<file path="src/rtl/spi_host_pkg.sv">
package spi_host_pkg;
  localparam int REG_AW = 3;
  localparam int REG_DW = 16;

  localparam logic [REG_AW-1:0] A_RX   = 3'd0;
  localparam logic [REG_AW-1:0] A_TX   = 3'd1;
  localparam logic [REG_AW-1:0] A_STAT = 3'd2;
  localparam logic [REG_AW-1:0] A_CTRL = 3'd3;
  localparam logic [REG_AW-1:0] A_SEL  = 3'd4;

  // status bits and their enables share positions
  localparam int B_ROE  = 3;
  localparam int B_TOE  = 4;
  localparam int B_ERR  = 5;
  localparam int B_TRDY = 6;
  localparam int B_RRDY = 7;
  localparam int B_IERR = 8;
  localparam int B_EOP  = 9;
  localparam int B_HOLD = 10;

  localparam logic [REG_DW-1:0] CTRL_MASK = 16'h07D8;
  localparam logic [REG_DW-1:0] PAIR_MASK = 16'h02D8;

  typedef enum logic [1:0] {ST_IDLE, ST_SHIFT, ST_TAIL} shift_st_e;
endpackage

</file>
<file path="src/rtl/spi_host_shifter.sv">
module spi_host_shifter
  import spi_host_pkg::*;
#(
  parameter int CLK_DIV = 8,
  parameter int WORD_W  = 8
) (
  input  logic              clk_i,
  input  logic              rst_ni,
  input  logic              tx_valid_i,
  input  logic [WORD_W-1:0] tx_word_i,
  input  logic              miso_i,
  output logic              load_o,
  output logic              done_o,
  output logic              busy_o,
  output logic [WORD_W-1:0] rx_word_o,
  output logic              sclk_o,
  output logic              mosi_o
);
  localparam int HALF = CLK_DIV / 2;
  localparam int CW   = (HALF > 1) ? $clog2(HALF) : 1;
  localparam int BW   = (WORD_W > 1) ? $clog2(WORD_W) : 1;

  shift_st_e         st_q;
  logic [CW-1:0]     cnt_q;
  logic [BW-1:0]     bit_q;
  logic              phase_q;
  logic [WORD_W-1:0] tx_sr_q, rx_sr_q;
  logic              tick;

  assign tick      = (cnt_q == CW'(HALF - 1));
  assign load_o    = (st_q == ST_IDLE) && tx_valid_i;
  assign done_o    = (st_q == ST_TAIL) && tick;
  assign busy_o    = (st_q != ST_IDLE);
  assign sclk_o    = (st_q == ST_SHIFT) && phase_q;
  assign mosi_o    = tx_sr_q[WORD_W-1];
  assign rx_word_o = rx_sr_q;

  always_ff @(posedge clk_i or negedge rst_ni) begin
    if (!rst_ni) begin
      st_q    <= ST_IDLE;
      cnt_q   <= '0;
      bit_q   <= '0;
      phase_q <= 1'b0;
      tx_sr_q <= '0;
      rx_sr_q <= '0;
    end else begin
      case (st_q)
        ST_IDLE: begin
          if (load_o) begin
            st_q    <= ST_SHIFT;
            tx_sr_q <= tx_word_i;
            cnt_q   <= '0;
            bit_q   <= '0;
            phase_q <= 1'b0;
          end
        end
        ST_SHIFT: begin
          if (tick) begin
            cnt_q <= '0;
            if (!phase_q) begin
              // rising edge: sample
              phase_q <= 1'b1;
              rx_sr_q <= {rx_sr_q[WORD_W-2:0], miso_i};
            end else begin
              // falling edge: advance
              phase_q <= 1'b0;
              if (bit_q == BW'(WORD_W - 1)) begin
                st_q <= ST_TAIL;
              end else begin
                bit_q   <= bit_q + 1'b1;
                tx_sr_q <= {tx_sr_q[WORD_W-2:0], 1'b0};
              end
            end
          end else begin
            cnt_q <= cnt_q + 1'b1;
          end
        end
        ST_TAIL: begin
          if (tick) begin
            st_q  <= ST_IDLE;
            cnt_q <= '0;
          end else begin
            cnt_q <= cnt_q + 1'b1;
          end
        end
        default: st_q <= ST_IDLE;
      endcase
    end
  end

  AST_LOAD_STARTS: assert property (@(posedge clk_i) disable iff (!rst_ni)
    load_o |=> busy_o && !sclk_o);
  AST_DONE_ENDS: assert property (@(posedge clk_i) disable iff (!rst_ni)
    done_o |=> !busy_o);
endmodule

</file>
<file path="src/rtl/spi_host_regs.sv">
module spi_host_regs
  import spi_host_pkg::*;
#(
  parameter int WORD_W = 8,
  parameter int NUM_SS = 4
) (
  input  logic              clk_i,
  input  logic              rst_ni,
  input  logic [REG_AW-1:0] addr_i,
  input  logic              wr_i,
  input  logic              rd_i,
  input  logic [REG_DW-1:0] wdata_i,
  output logic [REG_DW-1:0] rdata_o,
  output logic              irq_o,
  input  logic              load_i,
  input  logic              done_i,
  input  logic [WORD_W-1:0] rx_word_i,
  output logic              tx_valid_o,
  output logic [WORD_W-1:0] tx_word_o,
  output logic              hold_o,
  output logic [NUM_SS-1:0] sel_o
);
  logic [REG_DW-1:0] ctrl_q, stat;
  logic [NUM_SS-1:0] sel_q;
  logic [WORD_W-1:0] tx_q, rx_q;
  logic              tx_full_q, rrdy_q, roe_q, toe_q, eop_q;
  logic              wr_tx, wr_stat, wr_ctrl, wr_sel, rd_rx;

  assign wr_tx   = wr_i && (addr_i == A_TX);
  assign wr_stat = wr_i && (addr_i == A_STAT);
  assign wr_ctrl = wr_i && (addr_i == A_CTRL);
  assign wr_sel  = wr_i && (addr_i == A_SEL);
  assign rd_rx   = rd_i && (addr_i == A_RX);

  always_ff @(posedge clk_i or negedge rst_ni) begin
    if (!rst_ni) begin
      ctrl_q    <= '0;
      sel_q     <= '0;
      tx_q      <= '0;
      tx_full_q <= 1'b0;
      rx_q      <= '0;
      rrdy_q    <= 1'b0;
      roe_q     <= 1'b0;
      toe_q     <= 1'b0;
      eop_q     <= 1'b0;
    end else begin
      if (wr_ctrl) ctrl_q <= wdata_i & CTRL_MASK;
      if (wr_sel)  sel_q  <= wdata_i[NUM_SS-1:0];

      if (load_i) tx_full_q <= 1'b0;
      else if (wr_tx && !tx_full_q) begin
        tx_q      <= wdata_i[WORD_W-1:0];
        tx_full_q <= 1'b1;
      end

      if (wr_tx && tx_full_q) toe_q <= 1'b1;
      else if (wr_stat)       toe_q <= 1'b0;

      if (done_i && rrdy_q) roe_q <= 1'b1;
      else if (wr_stat)     roe_q <= 1'b0;

      if (done_i && !rrdy_q) begin
        rx_q   <= rx_word_i;
        rrdy_q <= 1'b1;
      end else if (rd_rx) begin
        rrdy_q <= 1'b0;
      end

      if (done_i && !tx_full_q) eop_q <= 1'b1;
      else if (wr_stat)         eop_q <= 1'b0;
    end
  end

  always_comb begin
    stat         = '0;
    stat[B_ROE]  = roe_q;
    stat[B_TOE]  = toe_q;
    stat[B_ERR]  = roe_q | toe_q;
    stat[B_TRDY] = ~tx_full_q;
    stat[B_RRDY] = rrdy_q;
    stat[B_EOP]  = eop_q;
  end

  assign irq_o = (|(stat & ctrl_q & PAIR_MASK)) | (ctrl_q[B_IERR] & stat[B_ERR]);

  always_comb begin
    case (addr_i)
      A_RX:    rdata_o = REG_DW'(rx_q);
      A_STAT:  rdata_o = stat;
      A_CTRL:  rdata_o = ctrl_q;
      A_SEL:   rdata_o = REG_DW'(sel_q);
      default: rdata_o = '0;
    endcase
  end

  assign tx_valid_o = tx_full_q;
  assign tx_word_o  = tx_q;
  assign hold_o     = ctrl_q[B_HOLD];
  assign sel_o      = sel_q;

  AST_TOE_SET: assert property (@(posedge clk_i) disable iff (!rst_ni)
    (wr_tx && tx_full_q && !load_i) |=> toe_q && $stable(tx_q));
  AST_ROE_SET: assert property (@(posedge clk_i) disable iff (!rst_ni)
    (done_i && rrdy_q) |=> roe_q);
  AST_RX_KEEP: assert property (@(posedge clk_i) disable iff (!rst_ni)
    (done_i && rrdy_q) |=> $stable(rx_q));
  AST_STAT_CLEAR: assert property (@(posedge clk_i) disable iff (!rst_ni)
    (wr_stat && !done_i && !wr_tx) |=> !roe_q && !toe_q && !eop_q);
  AST_IRQ_QUIET: assert property (@(posedge clk_i) disable iff (!rst_ni)
    (ctrl_q == '0) |-> !irq_o);
endmodule

</file>
<file path="src/rtl/spi_host_irq.sv">
module spi_host_irq
  import spi_host_pkg::*;
#(
  parameter int CLK_DIV = 8,
  parameter int NUM_SS  = 4
) (
  input  logic              clk_i,
  input  logic              rst_ni,
  input  logic [2:0]        addr_i,
  input  logic              wr_i,
  input  logic              rd_i,
  input  logic [15:0]       wdata_i,
  output logic [15:0]       rdata_o,
  output logic              irq_o,
  output logic              sclk_o,
  output logic              mosi_o,
  input  logic              miso_i,
  output logic [NUM_SS-1:0] ss_n_o
);
  localparam int WORD_W = 8;

  logic              load, done, busy, tx_valid, hold;
  logic [WORD_W-1:0] tx_word, rx_word;
  logic [NUM_SS-1:0] sel;

  spi_host_regs #(.WORD_W(WORD_W), .NUM_SS(NUM_SS)) u_regs (
    .clk_i, .rst_ni, .addr_i, .wr_i, .rd_i, .wdata_i, .rdata_o, .irq_o,
    .load_i(load), .done_i(done), .rx_word_i(rx_word),
    .tx_valid_o(tx_valid), .tx_word_o(tx_word), .hold_o(hold), .sel_o(sel)
  );

  spi_host_shifter #(.CLK_DIV(CLK_DIV), .WORD_W(WORD_W)) u_shift (
    .clk_i, .rst_ni, .tx_valid_i(tx_valid), .tx_word_i(tx_word), .miso_i,
    .load_o(load), .done_o(done), .busy_o(busy), .rx_word_o(rx_word),
    .sclk_o, .mosi_o
  );

  assign ss_n_o = ~(sel & {NUM_SS{busy | hold}});

  AST_SS_WHILE_CLOCKING: assert property (@(posedge clk_i) disable iff (!rst_ni)
    sclk_o |-> (ss_n_o == ~sel));
  AST_SS_UNSELECTED_HIGH: assert property (@(posedge clk_i) disable iff (!rst_ni)
    &(ss_n_o | sel));
  AST_SS_IDLE_HOLD: assert property (@(posedge clk_i) disable iff (!rst_ni)
    (!busy && !hold) |-> &ss_n_o);
endmodule

</file>
<file path="config.mk">
export PLATFORM = sky130hd
export DESIGN_NAME = spi_host_irq
export DESIGN_NICKNAME = d
export VERILOG_FILES = /design/src/rtl/spi_host_pkg.sv /design/src/rtl/spi_host_shifter.sv /design/src/rtl/spi_host_regs.sv /design/src/rtl/spi_host_irq.sv
export SDC_FILE = /design/constraint.sdc
export NUM_CORES = 1
export LEC_CHECK = 0
export ABC_AREA = 1
export BUFFER_PORTS_ARGS = -buffer_cell sky130_fd_sc_hd__buf_4
export CAP_MARGIN = 20
export CORE_MARGIN = 5
export CORE_UTILIZATION = 50
export DETAILED_ROUTE_END_ITERATION = 10
export GPL_TIMING_DRIVEN = 0
export PLACE_DENSITY = 0.74
export SYNTH_ARGS = -nofsm -noshare
export SYNTH_HDL_FRONTEND = slang
export SYNTH_SLANG_ARGS = --single-unit
</file>
<file path="constraint.sdc">
create_clock -name clk_i -period 1.6 [get_ports clk_i]
set_clock_uncertainty 0.2 [all_clocks]
set_input_delay 0.16 -clock clk_i [delete_from_list [all_inputs] [get_ports clk_i]]
set_output_delay 0.16 -clock clk_i [all_outputs]
set_load 0.005 [all_outputs]
</file>
==> out/results.txt, run 1 <==
VDD IR-drop max: 0.6502 mV
Int Pwr: 2163 µW
via count: 2600
# diodes: 0
Synth async-reset ratio: 100.0%
sw frac: 27.45%
Initial Util: 50.86%
Rows: 27
critical path arrival: 1330 ps
buffer depth of the longest clock path: 2
synthesized-area fraction occupied by adder cells: 3.166%
Synth top area share: 50.66%
CP required: 1240 ps
TritonRoute pass-1 iters: 4
Leak: 0.001968 µW
fin crit period: 1687 ps
wire length per cell: 14.22 µm
status: finished with violations
Seq/Total Area, Yosys: 50.66%
main flop type after synthesis: dfrtp_1
Worst-path clk slew: 100 ps
Syn-to-layout area delta: 38.67%
Mapped Cells: 351
count of buffers from port buffering: 36
Detailed Place HPWL: 4458 µm
Clock power frac: 27.5%
max_cap viols: 0
Power per Cell Area: 777.0 nW/µm²
worst min path class: in -> reg
failing checks: negative setup slack
Seq cells post-synth: 56
Routed WL: 7209 µm
Fin Hold WS: 8.993 ps
Fillers: 419
Synth Cell Area: 2766 µm²
pin count of the biggest net entering global routing: 57
total grt overflow: 0
vias per cell: 5.128
RePlAce Congestion: 0.8371
synth cell count leaders: nand2_1 (120), dfrtp_1 (56), inv_1 (45)
fin. max-slew vios: 0
critical path class: reg -> out
relative slew slack: 52.74%
Post-Synth XOR/XNOR Area: 0%
Seq pwr share: 55.4%
crit path max fanout: 4
syn avg cell area: 7.881 µm²
RSZ-0062 raised after global routing: yes
core region area: 5439 µm²
library cells used by synthesis: 25
Final setup viols: 24
CTS root buf: clkbuf_8
yosys warns: 0
CTS tree: done
Psw: 818.2 µW
CTS buffer count: 5
fin worst setup slack: -86.84 ps
Worst Tran Pin Value: 708.9 ps
largest family of logic cells by synthesized area: simple AND/OR/NAND/NOR gates
DP Area: 3142 µm²
CTS sink cnt: 56
Logic pwr share: 17.1%
htree depth: 2
Post-Synth Simple-Gate Area: 23.61%
drc violations: 0
first-pass GRT wire length: 11560 µm
synth top area cells: dfrtp_1 (51%), nand2_1 (16%), o21ai_0 (6.5%)
Chip Height: 84.38 µm
later-pin clock latency in the skew report: 310 ps
Compound-Gate Fraction of Synth Area: 12.94%
total power: 2981 µW
initial antenna violation count: 0
Tot GR Track Use: 20.08%
share of layout cells above drive strength 1: 28.51%
crit end category: output pin
Worst Setup Start Kind: register
chip width: 84.38 µm
count leader, synth: nand2_1
total die area: 7120 µm²
final period utilization: 105.4%
DRT antenna net count: 0
IO Pins: 47
DRT iter0 DRCs: 128
fin area: 3836 µm²
Post-synth EDFFs: 0
post-synthesis mux area share: 0%
area leader, netlist: dfrtp_1
vias in the first global route: 2438
fmax: 0.5928 GHz
Nets: 465
Final Hold Viols: 0
## routing by layer
| layer | vias up | routed length (µm) | part of all wire (%) | global-route usage, % |
|---|---|---|---|---|
| li1 | 1260 | - | - | - |
| met1 | 1257 | 3191 | 44 | 27.38 |
| met2 | 71 | 3595 | 50 | 32.71 |
| met3 | 12 | 298 | 4.1 | 4.122 |
| met4 | 0 | 124 | 1.7 | 5.612 |
| met5 | - | 0 | 0 | 0 |
## final timing paths
kind / to / startpoint / cells past startpoint / slack [ps]
max in group asynchronous: u_shift.st_q[0] / rst_ni / 2 / 430
hold reg to reg: u_shift.tx_sr_q[7] / u_shift.tx_sr_q[7] / 2 / 290
hold / removal: u_regs.roe_q / wr_i / 4 / 9
min in group asynchronous: u_regs.rx_q[2] / rst_ni / 2 / 250
setup / recovery: ss_n_o[0] / u_shift.st_q[0] / 5 / -90
setup reg to reg: u_shift.bit_q[1] / u_shift.st_q[0] / 8 / -70
## cell type report
class                      count  area, µm²  share of cell area (%)
buffer                        14      118.9                   3.098
multi-input combinational    238       1306                   34.05
clock buffer                   7      86.33                   2.250
sequential                    56       1403                   36.56
tap                           72      90.09                   2.348
clock inverter                 1      7.507                  0.1957
timing repair buffer          72      648.1                   16.89
inverter                      47      176.4                   4.599
## critical path: stages (launching register included)
cell and delay, ps:
dfrtp_2 460, inv_2 100, ha_4 180, nand2_4 90
nand2_2 90, buf_6 90
## power groups by stage
stage	Clock [µW]	Combinational, µW	Sequential [µW]
after global placement	0	411	1670
after global routing	895	570	1680
after CTS	829	477	1650
after detailed placement	0	421	1680
final	820	508	1650
after floorplan	0	230	1650
## kinds of logic after synthesis
logic type               after synthesis
AO/OA/AOI/OAI                         68
adder cells (fa/ha/maj)                7
buffers and inverters                 61
flip-flops                            56
other                                  1
AND/OR/NAND/NOR                      158
## layout by cell type (no fill, tap or decap), drive strengths merged
| cell type | synthesis | routed |
|---|---|---|
| dlygate4sd3 | 0 | 15 |
| o22ai | 1 | 1 |
| nor3 | 1 | 1 |
| o211ai | 3 | 3 |
| or2 | 1 | 1 |
| conb | 1 | 5 |
| a21oi | 5 | 5 |
| dfrtp | 56 | 56 |
| clkinvlp | 0 | 1 |
| ha | 7 | 7 |
| buf | 13 | 69 |
| inv | 47 | 47 |
| nand4 | 1 | 1 |
| o21ai | 57 | 57 |
| nand3 | 13 | 13 |
| o21bai | 2 | 2 |
| nor2 | 21 | 21 |
| clkbuf | 1 | 9 |
| nand2 | 121 | 121 |
## what timing repair did
action / in CTS / in global routing
endpoints found under the hold margin: 77 / 0
pin swaps: 3 / 11
hold buffers: 15 / 0
resized for setup: 42 / 42
setup buffers: 6 / 11
cloned: 3 / 1
endpoints found under the setup margin: 38 / 40
## through the flow
stage | std cells | setup TNS (ps) | setup WS [ps] | util (%)
final | 507 | -1041 | -86.84 | 70.53
after global routing | 507 | -2634 | -136.3 | 70.53
after CTS | 495 | -1023 | -86.10 | 66.78
after detailed placement | 463 | -4862 | -201.3 | 57.76
after global placement | 463 | -4241 | -182.5 | 57.76
after floorplan | 355 | 0 | 17.74 | -
## flip-flops by register name, summed over array words and instances, names as in the netlist
name,flops
u_shift.st_q,2
u_regs.eop_q,1
u_regs.tx_valid_o,1
u_shift.cnt_q,2
u_shift.phase_q,1
u_regs.ctrl_q,7
u_regs.rrdy_q,1
u_regs.roe_q,1
u_regs.rx_q,8
u_regs.tx_word_o,8
u_regs.sel_o,4
u_shift.tx_sr_q,8
u_shift.rx_word_o,8
u_regs.toe_q,1
u_shift.bit_q,3
Power figures use the tool's default switching activity.
==> run 2: changes to the inputs <==
Settings changed: SKIP_LAST_GASP set to 1.
==> run 2 against run 1 <==
The run still ends with negative setup slack left. Via count is 0.31% lower. First-iteration DRC count up 15%. Sequential power barely moved. Non-clock buffer count rose by 1. Worst hold slack is essentially flat. Clock power increased by 1%. Worst setup slack got worse by 7.2 ps. Critical endpoint unchanged. Largest power group unchanged.
==> out/results.txt, run 2 (synthesized netlist as in run 1, its figures left out) <==
status: finished with violations
failing checks: negative setup slack
wire length per cell: 14.08 µm (-0.94%)
Final Hold Viols: 0 (unchanged)
initial antenna violation count: 0 (unchanged)
Leak: 0.001977 µW (+0.47%)
CP max stage delay: 460 ps (about the same)
crit end category: output pin
fin. max-slew vios: 0 (unchanged)
share of layout cells above drive strength 1: 27.52% (-0.98 points)
CTS sink cnt: 56 (unchanged)
chip width: 84.38 µm (unchanged)
Rows: 27 (unchanged)
CP top delay family: flip-flops
Seq pwr share: 55.1% (-0.3 points)
CTS root buf: clkbuf_8
Worst Path Buf+Inv: 2 (unchanged)
buffer depth of the longest clock path: 2 (unchanged)
critical-path cell list: inv_2, ha_4, nand2_4, nand2_2, buf_6
Tot GR Track Use: 20.10% (about the same)
total power: 2995 µW (+0.47%)
via count: 2592 (-0.31%)
vias per cell: 5.102 (-0.50%)
worst min path class: in -> reg
fin crit period: 1694 ps (+7.192 ps)
Initial Util: 50.86% (unchanged)
Chip Height: 84.38 µm (unchanged)
Psw: 826.7 µW (+1.0%)
relative slew slack: 53.63% (+0.88 points)
fin worst setup slack: -94.03 ps (-7.192 ps)
Clock power frac: 27.7% (+0.2 points)
pin count of the biggest net entering global routing: 57 (unchanged)
DRT iter0 DRCs: 147 (+15%)
Power per Cell Area: 785.8 nW/µm² (+1.1%)
final period utilization: 105.9% (+0.45 points)
max_cap viols: 0 (unchanged)
drc violations: 0 (unchanged)
Worst Setup Start Kind: register
crit path max fanout: 4 (unchanged)
CP required: 1240 ps (about the same)
count of buffers from port buffering: 36 (unchanged)
Final setup viols: 25 (+4.2%)
DRT antenna net count: 0 (unchanged)
critical path's slowest cell: dfrtp_2
most common cell after layout, fill and taps aside: nand2_1
CTS tree: done
Logic pwr share: 17.2% (about the same)
sw frac: 27.60% (+0.15 points)
Syn-to-layout area delta: 37.77%
Int Pwr: 2168 µW (+0.25%)
critical path class: reg -> out
Detailed Place HPWL: 4458 µm (unchanged)
fmax: 0.5903 GHz (-0.42%)
Fin Hold WS: 8.627 ps (-0.3657 ps)
RSZ-0062 raised after global routing: yes
Routed WL: 7155 µm (-0.75%)
critical path arrival: 1330 ps (about the same)
CTS buffer count: 5 (unchanged)
IO Pins: 47 (unchanged)
Nets: 466 (+0.22%)
Worst Tran Pin Value: 695.6 ps (-13.27 ps)
later-pin clock latency in the skew report: 320 ps (about the same)
TritonRoute pass-1 iters: 4 (unchanged)
VDD IR-drop max: 0.6488 mV (-0.21%)
RePlAce Congestion: 0.8371 (unchanged)
Fillers: 424 (+1.2%)
core region area: 5439 µm² (unchanged)
total die area: 7120 µm² (unchanged)
vias in the first global route: 2454 (+0.66%)
Worst-path clk slew: 100 ps (about the same)
first-pass GRT wire length: 11590 µm (+0.24%)
most frequent cells in the layout: nand2_1 (106), dfrtp_1 (55), buf_4 (53)
# diodes: 0 (unchanged)
total grt overflow: 0 (unchanged)
htree depth: 2 (unchanged)
[run 2: stage by stage]
stage | instance area, µm² | setup WS, ps | util (%) | std cells | TNS (ps)
final | 3811 | -94.03 | 70.07 | 508 | -1185
after global placement | 3142 | -182.5 | 57.76 | 463 | -4241
after floorplan | 2781 | 17.74 | - | 355 | 0
after global routing | 3811 | -144.7 | 70.07 | 508 | -3032
after detailed placement | 3142 | -201.3 | 57.76 | 463 | -4862
after CTS | 3630 | -86.10 | 66.74 | 495 | -1098
[run 2: final cells by class]
cell class | instances | area [µm²] | share of cell area, %
Sequential cell | 56 | 1403 | 36.80
Timing Repair Buffer | 73 | 656.9 | 17.24
Buffer | 14 | 118.9 | 3.119
Clock buffer | 7 | 86.33 | 2.265
Clock inverter | 1 | 7.507 | 0.1970
Multi-Input combinational cell | 238 | 1272 | 33.39
Tap cell | 72 | 90.09 | 2.364
Inverter | 47 | 176.4 | 4.629
[run 2: power by group through the flow]
stage / Combinational [µW] / Sequential, µW / Clock [µW]
global route: 575 / 1680 / 899
CTS: 477 / 1650 / 829
floorplan: 230 / 1650 / 0
global placement: 411 / 1670 / 0
finish: 514 / 1650 / 830
detailed placement: 421 / 1680 / 0
[run 2: final timing paths]
kind / startpoint / endpoint / slack, ps / depth (start not counted)
worst max-delay path: u_shift.st_q[0] / ss_n_o[0] / -90 / 5
worst min-delay path: wr_i / u_regs.roe_q / 9 / 4
worst max register to register: u_shift.st_q[0] / u_shift.bit_q[1] / -80 / 8
worst min register to register: u_shift.tx_sr_q[7] / u_shift.tx_sr_q[7] / 290 / 2
max in group asynchronous: rst_ni / u_shift.st_q[0] / 460 / 2
min in group asynchronous: rst_ni / u_shift.rx_word_o[0] / 250 / 2
[run 2: metal layers]
metal	GRT usage, %	up-vias	routed length (µm)
met5	0	-	0
met4	7.050	0	166
met3	4.122	14	393
met2	31.99	87	3498
met1	27.40	1231	3097
li1	-	1260	-
[run 2: worst register-to-register path, delay by kind of cell, from the launching register on]
family	cells	cell delay, ps
flops	1	430
buf+inv	3	350
compound gates	1	210
simple gates	3	210
fa+ha+maj	1	190
[run 2: repair_timing]
action | CTS | global route
pin swaps | 3 | 8
cloned | 3 | 1
resized for setup | 41 | 31
hold buffers | 15 | 0
endpoints found under the hold margin | 77 | 0
setup endpoints to repair | 38 | 40
buffers inserted | 6 | 12
==> run 3: changes to the inputs <==
Clock period 1.6 ns to 1.4 ns, I/O delays scaled along.
==> run 3 against run 2 <==
The run still ends with negative setup slack left. Die area unchanged. Combinational power up 37%. Clock-buffer cell count down 1. Worst hold slack better by 64 ps. Clock power up 13%. Non-clock buffer count up 11. Critical path depth unchanged. Register-to-register slack worse by 200 ps. Flip-flop and latch count unchanged. First-iteration DRC count up 14%. Critical endpoint is now ss_n_o[3].
==> out/results.txt, run 3 (synthesized netlist as in run 1, its figures left out) <==
status: finished with violations
failing checks: negative setup slack
final period utilization: 120.4%
Routed WL: 7643 µm (+6.8%)
vias per cell: 5.060 (-0.84%)
Chip Height: 84.38 µm (unchanged)
drc violations: 0 (unchanged)
crit path max fanout: 4 (unchanged)
count of buffers from port buffering: 36 (unchanged)
relative slew slack: 52.65% (-0.98 points)
via count: 2631 (+1.5%)
Worst Tran Pin Value: 710.3 ps (+14.66 ps)
Fin Hold WS: 72.13 ps (+63.51 ps)
Fillers: 349 (-18%)
share of layout cells above drive strength 1: 40.18% (+13 points)
Nets: 478 (+2.6%)
Worst-path clk slew: 100 ps (about the same)
Final setup viols: 46 (+84%)
first-pass GRT wire length: 12100 µm (+4.4%)
DRT iter0 DRCs: 167 (+14%)
DP Area: 3243 µm² (+3.2%)
DRT antenna net count: 0 (unchanged)
Tot GR Track Use: 20.97% (+0.87 points)
initial antenna violation count: 0 (unchanged)
pin count of the biggest net entering global routing: 57 (unchanged)
worst min path class: in -> reg
most frequent cells in the layout: nand2_1 (82), dfrtp_1 (53), buf_4 (48)
Placed Cells: 463 (unchanged)
Worst Setup Start Kind: register
CP max stage delay: 400 ps (-60 ps)
Initial Util: 50.86% (unchanged)
total grt overflow: 0 (unchanged)
critical-path cell list: inv_2, ha_4, nand2_4, nand2_2, buf_4
crit end category: output pin
Rows: 27 (unchanged)
CTS tree: done
critical path class: reg -> out
max_cap viols: 0 (unchanged)
wire length per cell: 14.70 µm (+4.4%)
total die area: 7120 µm² (unchanged)
fin. max-slew vios: 0 (unchanged)
CTS buffer count: 5 (unchanged)
fmax: 0.5931 GHz
later-pin clock latency in the skew report: 310 ps (about the same)
Detailed Place HPWL: 4776 µm (+7.1%)
RePlAce Congestion: 0.8918 (+6.5%)
CTS root buf: clkbuf_8
Power per Cell Area: 859.3 nW/µm² (+9.4%)
IO Pins: 47 (unchanged)
critical path arrival: 1350 ps (+20 ps)
Syn-to-layout area delta: 49.89%
critical path's slowest cell: dfrtp_1
buffer depth of the longest clock path: 2 (unchanged)
most common cell after layout, fill and taps aside: nand2_1
Final Hold Viols: 0 (unchanged)
# diodes: 0 (unchanged)
VDD IR-drop max: 0.6615 mV (+2.0%)
total power: 3563 µW (+19%)
TritonRoute pass-1 iters: 5 (+1)
RSZ-0062 raised after global routing: yes
vias in the first global route: 2607 (+6.2%)
Leak: 0.002083 µW (+5.3%)
core region area: 5439 µm² (unchanged)
fin crit period: 1686 ps
post-route insts no fill: 520 (+2.4%)
fin worst setup slack: -286.2 ps (-192.2 ps)
CP required: 1060 ps (-180 ps)
fin area: 4146 µm² (+8.8%)
chip width: 84.38 µm (unchanged)
htree depth: 2 (unchanged)
CTS sink cnt: 56 (unchanged)
run 3: cell types whose count changed in the layout (fill, tap and decap cells not counted), sizes merged:
| cell | before | now |
|---|---|---|
| clkinvlp | 1 | 0 |
| clkinv | 0 | 1 |
| bufbuf | 1 | 0 |
| clkbuf | 9 | 6 |
| inv | 47 | 48 |
| buf | 69 | 81 |
| dlygate4sd3 | 15 | 17 |
| nand3 | 13 | 14 |
run 3: worst paths after layout:
| check | start | end | slack [ps] | cells after the start |
|---|---|---|---|---|
| worst max-delay path | u_shift.st_q[1] | ss_n_o[3] | -290 | 5 |
| worst min-delay path | wr_i | u_regs.sel_o[0] | 70 | 3 |
| worst max register to register | u_shift.st_q[0] | u_shift.tx_sr_q[4] | -280 | 9 |
| worst min register to register | u_shift.tx_sr_q[3] | u_shift.tx_sr_q[3] | 290 | 2 |
| max in group asynchronous | rst_ni | u_regs.sel_o[1] | 270 | 2 |
| min in group asynchronous | rst_ni | u_shift.rx_word_o[4] | 210 | 2 |
run 3: power breakdown:
group          internal, µW  switching (µW)  total (µW)  leakage (µW)
Combinational           349             354         704       0.00133
Sequential             1790             129        1920      0.000706
Clock                   406             531         937     0.0000516
run 3: worst max-delay path: cells and delay by family (launching register included):
| kind | cells | cell delay, ps |
|---|---|---|
| buffers and inverters | 2 | 240 |
| and+or+nand+nor | 2 | 180 |
| DFF | 1 | 400 |
| adders and majority gates | 1 | 210 |
run 3: metal layers:
| metal | share of wire (%) | track usage [%] |
|---|---|---|
| met1 | 41 | 26.14 |
| met2 | 52 | 36.30 |
| met3 | 4.5 | 4.711 |
| met4 | 2.1 | 6.475 |
| met5 | 0 | 0 |
run 3: final cells by class:
cell class	instances	area (µm²)	area share [%]
plain buffers	14	133.9	3.229
clock buffers	6	82.58	1.992
multi-input cells	239	1470	35.46
flip-flops and latches	56	1405	33.89
well taps	72	90.09	2.173
repair buffers	84	772.0	18.62
clock inverters	2	13.76	0.3319
inverters	47	178.9	4.315
run 3: through the flow:
stage / worst slack, ps / setup TNS (ps) / utilization, %
after floorplan: -77.89 / -921.7 / -
after global placement: -215.7 / -4975 / 59.63
after detailed placement: -279.5 / -6555 / 59.63
after CTS: -255.0 / -6588 / 69.80
after global routing: -349.0 / -10770 / 76.24
final: -286.2 / -7575 / 76.24
run 3: timing repair:
| item | 4_1_cts | 5_1_grt |
|---|---|---|
| hold buffers | 17 | 0 |
| hold endpoints to repair | 78 | 0 |
| setup buffers | 15 | 11 |
| gates resized for setup | 36 | 101 |
| gates cloned | 5 | 1 |
| pin swaps | 11 | 24 |
| setup endpoints to repair | 47 | 56 |
